$ cat config.mk
export PLATFORM = sky130hd
export DESIGN_NAME = async_mem_ctrl
export DESIGN_NICKNAME = d
export VERILOG_FILES = /design/src/rtl/async_mem_ctrl.sv
export SDC_FILE = /design/constraint.sdc
export NUM_CORES = 1
export LEC_CHECK = 0
export CORE_MARGIN = 10
export CORE_UTILIZATION = 46
export CTS_CLUSTER_DIAMETER = 80
export DETAILED_ROUTE_END_ITERATION = 7
export PLACE_DENSITY = 0.89
export SLEW_MARGIN = 10
export SYNTH_ARGS = -nofsm -noshare
export SYNTH_HDL_FRONTEND = slang
export SYNTH_SLANG_ARGS = --single-unit
$ cat constraint.sdc
create_clock -name clk -period 2.9 [get_ports clk]
set_input_delay 0.29 -clock clk [delete_from_list [all_inputs] [get_ports clk]]
set_output_delay 0.29 -clock clk [all_outputs]
set_load 0.01 [all_outputs]
$ cat src/rtl/async_mem_ctrl.sv
module async_mem_ctrl #(
  parameter int AW           = 16,
  parameter int CLK_NS       = 20,
  parameter int T_CYCLE_NS   = 35,
  parameter int T_ACCESS_NS  = 35,
  parameter int T_WPULSE_NS  = 15,
  parameter int T_ADDR_END_NS = 18,
  parameter int T_DSETUP_NS  = 10,
  parameter int T_RELEASE_NS = 12,
  parameter int T_FLOAT_NS   = 15,
  parameter int T_RECOV_NS   = 12,
  parameter int T_HIGH_NS    = 2,
  parameter int T_LOCK_NS    = 2000000
) (
  input  logic          clk,
  input  logic          rst_n,
  input  logic          req,
  input  logic          wr,
  input  logic [AW-1:0] addr,
  input  logic [15:0]   wdata,
  input  logic [1:0]    be,
  output logic          ready,
  output logic          done,
  output logic [15:0]   rdata,
  output logic [AW-1:0] mem_addr,
  output logic          mem_ce_n,
  output logic          mem_we_n,
  output logic          mem_oe_n,
  output logic          mem_ub_n,
  output logic          mem_lb_n,
  output logic [15:0]   mem_dout,
  output logic          mem_dout_en,
  input  logic [15:0]   mem_din
);

  function automatic int cdiv(input int a, input int b);
    return (a + b - 1) / b;
  endfunction

  function automatic int imax(input int a, input int b);
    return (a > b) ? a : b;
  endfunction

  localparam int ACC_C  = imax(1, cdiv(T_ACCESS_NS, CLK_NS));
  localparam int DZ_C   = imax(1, cdiv(T_RELEASE_NS, CLK_NS));
  localparam int WP_C   = imax(imax(cdiv(T_WPULSE_NS, CLK_NS), cdiv(T_ADDR_END_NS, CLK_NS)),
                               DZ_C + imax(1, cdiv(T_DSETUP_NS, CLK_NS)));
  localparam int CYC_C  = cdiv(T_CYCLE_NS, CLK_NS);
  localparam int REC_C  = imax(imax(1, cdiv(T_RECOV_NS, CLK_NS)),
                               imax(cdiv(T_FLOAT_NS, CLK_NS), cdiv(T_HIGH_NS, CLK_NS)));
  localparam int RECW_C = imax(REC_C, CYC_C - WP_C);
  localparam int RECR_C = imax(REC_C, CYC_C - ACC_C);
  localparam int LOCK_C = imax(1, cdiv(T_LOCK_NS, CLK_NS));
  localparam int MAX_C  = imax(imax(LOCK_C, WP_C), imax(ACC_C, imax(RECW_C, RECR_C)));
  localparam int CW     = $clog2(MAX_C + 1);

  typedef enum logic [2:0] {ST_LOCK, ST_IDLE, ST_READ, ST_WRITE, ST_RECOV} st_t;

  st_t           st;
  logic [CW-1:0] cnt;
  logic [15:0]   lane_mask;

  assign ready     = (st == ST_IDLE);
  assign lane_mask = {{8{~mem_ub_n}}, {8{~mem_lb_n}}};

  always_ff @(posedge clk or negedge rst_n) begin
    if (!rst_n) begin
      st          <= ST_LOCK;
      cnt         <= CW'(LOCK_C - 1);
      done        <= 1'b0;
      rdata       <= '0;
      mem_addr    <= '0;
      mem_ce_n    <= 1'b1;
      mem_we_n    <= 1'b1;
      mem_oe_n    <= 1'b1;
      mem_ub_n    <= 1'b1;
      mem_lb_n    <= 1'b1;
      mem_dout    <= '0;
      mem_dout_en <= 1'b0;
    end else begin
      done <= 1'b0;
      case (st)
        ST_LOCK: begin
          if (cnt == '0) st <= ST_IDLE;
          else           cnt <= cnt - 1'b1;
        end
        ST_IDLE: begin
          if (req) begin
            mem_addr <= addr;
            mem_ce_n <= 1'b0;
            mem_ub_n <= ~be[1];
            mem_lb_n <= ~be[0];
            if (wr) begin
              mem_we_n <= 1'b0;
              mem_dout <= wdata;
              cnt      <= CW'(WP_C - 1);
              st       <= ST_WRITE;
            end else begin
              mem_oe_n <= 1'b0;
              cnt      <= CW'(ACC_C - 1);
              st       <= ST_READ;
            end
          end
        end
        ST_READ: begin
          if (cnt == '0) begin
            rdata    <= mem_din & lane_mask;
            done     <= 1'b1;
            mem_ce_n <= 1'b1;
            mem_oe_n <= 1'b1;
            mem_ub_n <= 1'b1;
            mem_lb_n <= 1'b1;
            cnt      <= CW'(RECR_C - 1);
            st       <= ST_RECOV;
          end else begin
            cnt <= cnt - 1'b1;
          end
        end
        ST_WRITE: begin
          if (cnt == CW'(WP_C - DZ_C)) mem_dout_en <= 1'b1;
          if (cnt == '0) begin
            done     <= 1'b1;
            mem_ce_n <= 1'b1;
            mem_we_n <= 1'b1;
            mem_ub_n <= 1'b1;
            mem_lb_n <= 1'b1;
            cnt      <= CW'(RECW_C - 1);
            st       <= ST_RECOV;
          end else begin
            cnt <= cnt - 1'b1;
          end
        end
        ST_RECOV: begin
          mem_dout_en <= 1'b0;
          if (cnt == '0) st <= ST_IDLE;
          else           cnt <= cnt - 1'b1;
        end
        default: st <= ST_IDLE;
      endcase
    end
  end

endmodule

==> results.py, run 1 <==
metrics = {
    "logic_synthesis": {
        "synth_fp_nets": 363,
        "synth.largest_area_cell": "dfrtp_1",
        "synth_top_area_frac": 0.4440,
        "seq_area_frac_synth": 0.5605,
        "yosysWarnings": 0,
        "ys_ff_latch": 75,
        "synth_edf_count": 0,
        "synth.distinct_cells": 45,
        "synthArstFlopShare": 1.000,
        "synth_ff_type": "dfrtp_1",
        "syn_area_mm2": 0.003382,
        "syn_inst": 307,
        "synth_area_leaders": "dfrtp_1 44%, dfstp_2 12%, mux2_2 11%, nand2_1 6.1%, nor2b_1 3.0%",
        "avgSynthCellArea_um2": 11.02,
    },
    "setup_path": {
        "cp.arrival_ns": 2.72,
        "critPathRequiredTime_ns": 3.13,
        "setup.worst_path.start": "cnt[8]",
        "worst-r2r-setup-slack_ns": 0.41,
        "worst-r2r-cell-count": 5,
        "crit_type": "register to register",
        "path_cells": "or4_1 > nor3_2 > nand4_1 > nor2_4 > mux2_2",
        "timing.rr.end": "rdata[13]",
        "crit_path_start_kind": "register",
        "crit_buf_inv": 0,
        "end_kind": "register",
        "worstPathMaxFanout": 17,
        "crit_family": "simple AND/OR/NAND/NOR gates",
        "r2r_start": "cnt[8]",
        "critical_path.max_stage_delay_ns": 0.67,
        "cpMaxStageDelayCell": "or4_1",
    },
    "cells_and_area": {
        "layout_commonest_cell": "clkdlybuf4s50_1",
        "final_util": 0.6608,
        "drive_above_1_share": 0.1934,
        "final_cell_area_mm2": 0.004767,
        "n_antenna_cell": 0,
        "fillers": 558,
        "stdcell_count": 523,
        "mostFrequentLayoutCells": "108 x clkdlybuf4s50_1, 60 x dfrtp_1, 55 x nand2_1",
        "nets": 475,
        "area_growth_syn_to_layout_pct": 40.95,
    },
    "clock_tree": {
        "clock_latency_ns": 0.35,
        "cts_buffers": 9,
        "path_clk_slew_ns": 0.08,
        "ctsRootBufferMaster": "clkbuf_8",
        "cts_sinks": 75,
        "cts_setup_buffers": 0,
        "htreeDepth": 3,
        "cts_tree": "done",
        "clk_path_buf_depth": 2,
    },
    "pwr": {
        "p_total_mw": 4.929,
        "p_leak_nw": 1.995,
        "ir_worst_vdd_uv": 538.6,
        "power.density_mw_per_mm2": 1034,
    },
    "die": {
        "dieArea_mm2": 0.01118,
        "die_h_um": 105.7,
        "fp.coreArea_mm2": 0.007214,
        "rows": 31,
        "start_util": 0.4688,
        "ioPinCount": 110,
        "die_x_um": 105.7,
    },
    "place": {
        "dpl_worst_slack_ns": 0.4375,
        "placed_cell_area_mm2": 0.004554,
        "hpwl_mm": 6.599,
        "placedCellCount": 506,
        "routabilityCongestion": 0.8912,
        "portBuffers": 109,
    },
    "sta": {
        "fin_crit_ns": 2.493,
        "final.setup.tns_ns": 0,
        "setup_violations": 0,
        "drv_slew": 0,
        "fin_crit_sh": 0.8596,
        "worst_slew_pin_slew_ns": 0.7253,
        "rsz0062_at_grt": "false",
        "hold_slack_ns": 0.4679,
        "maxClockFrequency_mhz": 401.1,
        "hold_violations": 0,
        "timing.final.ws_setup_ns": 0.4072,
        "finClkSkew_ns": 0.01342,
        "max-slew-margin-rel": 0.5153,
    },
    "global_route": {
        "grt.met3_usage": 0.05603,
        "grt_util_met1": 0.1852,
        "met2_usage": 0.2730,
        "grt.busiest_layer": "met2",
        "grt_pass1_vias": 2885,
        "grt_max_degree": 50,
        "grt_antenna_before_repair": 0,
        "gr-usage-all-layers": 0.1598,
        "grt_overflow_total": 0,
        "grt_pass1_wl_mm": 14.75,
    },
    "drt": {
        "antenna_left": 0,
        "via_per_inst": 5.184,
        "drt-initial-drc-count": 138,
        "vias": 2711,
        "first_pass_iters": 4,
        "drt-total-wl_mm": 8.881,
        "drc": 0,
        "wire_per_inst_um": 16.98,
    },
    "min_path": {
        "worstHoldPathType": "input port to register",
        "min_path_cells": 3,
        "worstHoldStart": "addr[0]",
        "min_to": "mem_addr[0]",
    },
    "job": {
        "drv_cap": 0,
    },
    "run_status": {
        "outcome": "finished, final reports clean",
    },
}
-- what timing repair did --
action                    CTS  global route
hold buffers                1             0
gates resized for setup     0             0
hold endpoints to repair   26             0
-- final cells by class --
class	count	area, µm²	area share
Tap cell	99	123.9	0.02598
Timing Repair Buffer	113	1131	0.2373
Inverter	4	15.01	0.003150
Multi-Input combinational cell	216	1399	0.2934
Clock inverter	6	65.06	0.01365
Clock buffer	10	137.6	0.02887
Sequential cell	75	1896	0.3976
-- cells by family (layout without fill, tap and decap cells) --
logic type / count (synthesis) / in the layout / synth area share
simple gates: 132 / 132 / 0.2090
flops: 75 / 75 / 0.5605
compound gates: 50 / 50 / 0.09064
mux: 32 / 32 / 0.1065
buf+inv: 16 / 133 / 0.02589
fa+ha+maj: 2 / 2 / 0.007398
-- power by group --
part	leakage [nW]	switching, mW	internal (mW)
Clock	0.102	0.386	0.421
Combinational	0.998	0.979	1.21
Sequential	0.895	0.368	1.57
Total	2.00	1.73	3.20
-- Yosys cell counts, types with 5 or more instances --
cell     count
a21oi_1     18
dfrtp_1     60
dfstp_2     15
mux2_2      32
nand2_1     55
nor2_1      10
nor2b_1     16
nor4_1       6
o21ai_0     11
o31ai_1      5
or3_1       11
or4_1        5
-- sequential cells by signal (all words and copies together), names as in the netlist, 3 cells and up --
name      cells
st            3
mem_addr     16
mem_dout     16
cnt          17
rdata        16
-- worst register-to-register path, cell delays in order (launching register included) --
cell and delay, ns:
dfrtp_1 0.43, or4_1 0.67, nor3_2 0.22, nand4_1 0.20
nor2_4 0.46, mux2_2 0.40
-- worst max-delay path by stage --
stage                            to  slack [ns]  cells past startpoint
after floorplan           rdata[10]        0.68                      7
after global placement     mem_ub_n        0.53                      5
after detailed placement  rdata[11]        0.44                      5
after CTS                 rdata[11]        0.40                      5
after global routing         cnt[9]        0.25                      7
final                     rdata[13]        0.41                      5
-- layer usage --
layer  share of wire  vias up
met5               0        -
met4           0.011        0
met3           0.069       12
met2            0.50       90
met1            0.42     1301
li1                -     1308
Power figures use the tool's default switching activity.
==> inputs of run 2 (changes only) <==
CORE_UTILIZATION = 50   (was 46)
PLACE_DENSITY = 0.95   (was 0.89)
RECOVER_POWER = 100   (was default)
clock period = 3.23 ns   (was 2.9 ns; I/O delays follow)
==> results.py, run 2 (synthesis results as in run 1) <==
metrics = {
    "job": {
        "drv_cap": 1,
    },
    "global_route": {
        "grt.busiest_layer": "met2",
        "grt_pass1_vias": 2782,
        "met2_usage": 0.2958,
        "grt_antenna_before_repair": 0,
        "grt_max_degree": 76,
        "grt_util_met1": 0.1896,
        "gr-usage-all-layers": 0.1700,
        "grt_pass1_wl_mm": 14.12,
        "grt_overflow_total": 0,
        "grt.met3_usage": 0.06748,
    },
    "setup_path": {
        "path_cells": "or4_1 > nor3_1 > nand4_1 > nor2_2 > mux2_2",
        "cpMaxStageDelayCell": "nor2_2",
        "end_kind": "register",
        "setup.worst_path.start": "cnt[8]",
        "critPathRequiredTime_ns": 3.45,
        "critical_path.max_stage_delay_ns": 0.66,
        "worstPathMaxFanout": 17,
        "r2r_start": "cnt[8]",
        "crit_type": "register to register",
        "crit_path_start_kind": "register",
        "critPathCapture": "rdata[11]",
        "timing.rr.end": "rdata[11]",
        "worst-r2r-cell-count": 5,
        "cp.arrival_ns": 2.93,
        "worst-r2r-setup-slack_ns": 0.52,
    },
    "drt": {
        "drt-total-wl_mm": 8.988,
        "drt-initial-drc-count": 295,
        "first_pass_iters": 4,
        "via_per_inst": 5.588,
        "vias": 2783,
        "drc": 0,
        "antenna_left": 0,
        "wire_per_inst_um": 18.05,
    },
    "die": {
        "die_x_um": 102.2,
        "start_util": 0.5236,
        "dieArea_mm2": 0.01045,
        "die_h_um": 102.2,
        "fp.coreArea_mm2": 0.006459,
        "rows": 29,
        "ioPinCount": 110,
    },
    "sta": {
        "worst_slew_pin_slew_ns": 1.827,
        "final.setup.tns_ns": 0,
        "drv_slew": 76,
        "timing.final.ws_setup_ns": 0.5196,
        "finClkSkew_ns": 0.01425,
        "fin_crit_ns": 2.710,
        "hold_slack_ns": 0.4449,
        "setup_violations": 0,
        "hold_violations": 0,
        "rsz0062_at_grt": "false",
        "fin_crit_sh": 0.8391,
        "max-slew-margin-rel": -0.2180,
        "maxClockFrequency_mhz": 368.9,
    },
    "place": {
        "placed_cell_area_mm2": 0.004502,
        "dpl_worst_slack_ns": 0.7343,
        "portBuffers": 109,
        "hpwl_mm": 6.586,
        "routabilityCongestion": 0.9606,
    },
    "run_status": {
        "violations": "capacitance limit, slew limit",
        "outcome": "finished, violations left",
    },
    "clock_tree": {
        "htreeDepth": 3,
        "clk_path_buf_depth": 2,
        "cts_tree": "done",
        "ctsRootBufferMaster": "clkbuf_8",
        "cts_setup_buffers": 0,
        "clock_latency_ns": 0.35,
        "cts_buffers": 9,
        "path_clk_slew_ns": 0.07,
        "cts_sinks": 75,
        "cts_hold_buf": 0,
        "post_cts_resized": 0,
    },
    "cells_and_area": {
        "n_antenna_cell": 0,
        "mostFrequentLayoutCells": "60 x dfrtp_1, 55 x nand2_1, 54 x clkdlybuf4s50_1, 54 x dlygate4sd3_1, 32 x mux2_2",
        "drive_above_1_share": 0.1758,
        "layout_commonest_cell": "dfrtp_1",
        "regArea_mm2": 0.001896,
        "nets": 472,
        "area_growth_syn_to_layout_pct": 38.59,
        "final_cell_area_mm2": 0.004687,
        "regMostFlops": "cnt",
        "fillers": 432,
        "largest_reg_flops": 17,
        "multi_input_area_mm2": 0.001385,
    },
    "pwr": {
        "p_total_mw": 4.295,
        "ir_worst_vdd_uv": 502.2,
        "power.density_mw_per_mm2": 916.4,
        "p_leak_nw": 2.028,
    },
    "min_path": {
        "worstHoldPathType": "input port to async pin",
    },
}
-- run 2: cell count changes in the layout (fill, tap and decap cells not counted), moves of 2 or more --
| cell | before | now |
|---|---|---|
| dfstp_1 | 0 | 3 |
| dlygate4sd3_1 | 1 | 54 |
| and2_0 | 0 | 2 |
| and2_1 | 2 | 0 |
| dfstp_2 | 15 | 12 |
| clkdlybuf4s50_1 | 108 | 54 |
-- run 2: critical path, delay by kind of cell (launching register included) --
| kind | cells | cell delay, ns |
|---|---|---|
| simple gates | 4 | 1.75 |
| flops | 1 | 0.43 |
| mux | 1 | 0.41 |
-- run 2: metrics by stage --
step | std cells | utilization
finish | 498 | 0.7257
global route | 498 | 0.7257
CTS | 498 | 0.7282
detailed placement | 482 | 0.6970
global placement | 482 | 0.6970
floorplan | 307 | -
-- run 2: power breakdown --
part           total [mW]  leakage, nW  switching [mW]  internal, mW
logic                1.84         1.04           0.892         0.951
registers            1.72        0.892           0.320          1.40
clock network       0.729       0.0999           0.348         0.381
-- run 2: per-layer routing --
metal	vias to the layer above	share of wire
met5	-	0
met4	0	0.015
met3	21	0.081
met2	129	0.50
met1	1338	0.40
li1	1295	-
-- run 2: worst min-delay path by stage --
stage                             from           end  slack (ns)  depth (start not counted)
after global routing          addr[14]  mem_addr[14]        0.49                          3
after global placement        mem_ce_n      mem_ce_n        0.45                          2
final                            rst_n   mem_dout[0]        0.44                          1
after floorplan                  rst_n       cnt[11]        0.03                          0
after detailed placement  mem_addr[15]  mem_addr[15]        0.46                          2
after CTS                        rst_n  mem_dout[10]        0.14                          1
-- run 2: final cells by class --
cell class                      count  share of cell area
Multi-Input combinational cell    216              0.2955
Clock buffer                       11             0.03017
Tap cell                           77             0.02056
Sequential cell                    75              0.4044
Clock inverter                      5             0.01281
Timing Repair Buffer              110              0.2333
Inverter                            4            0.003203
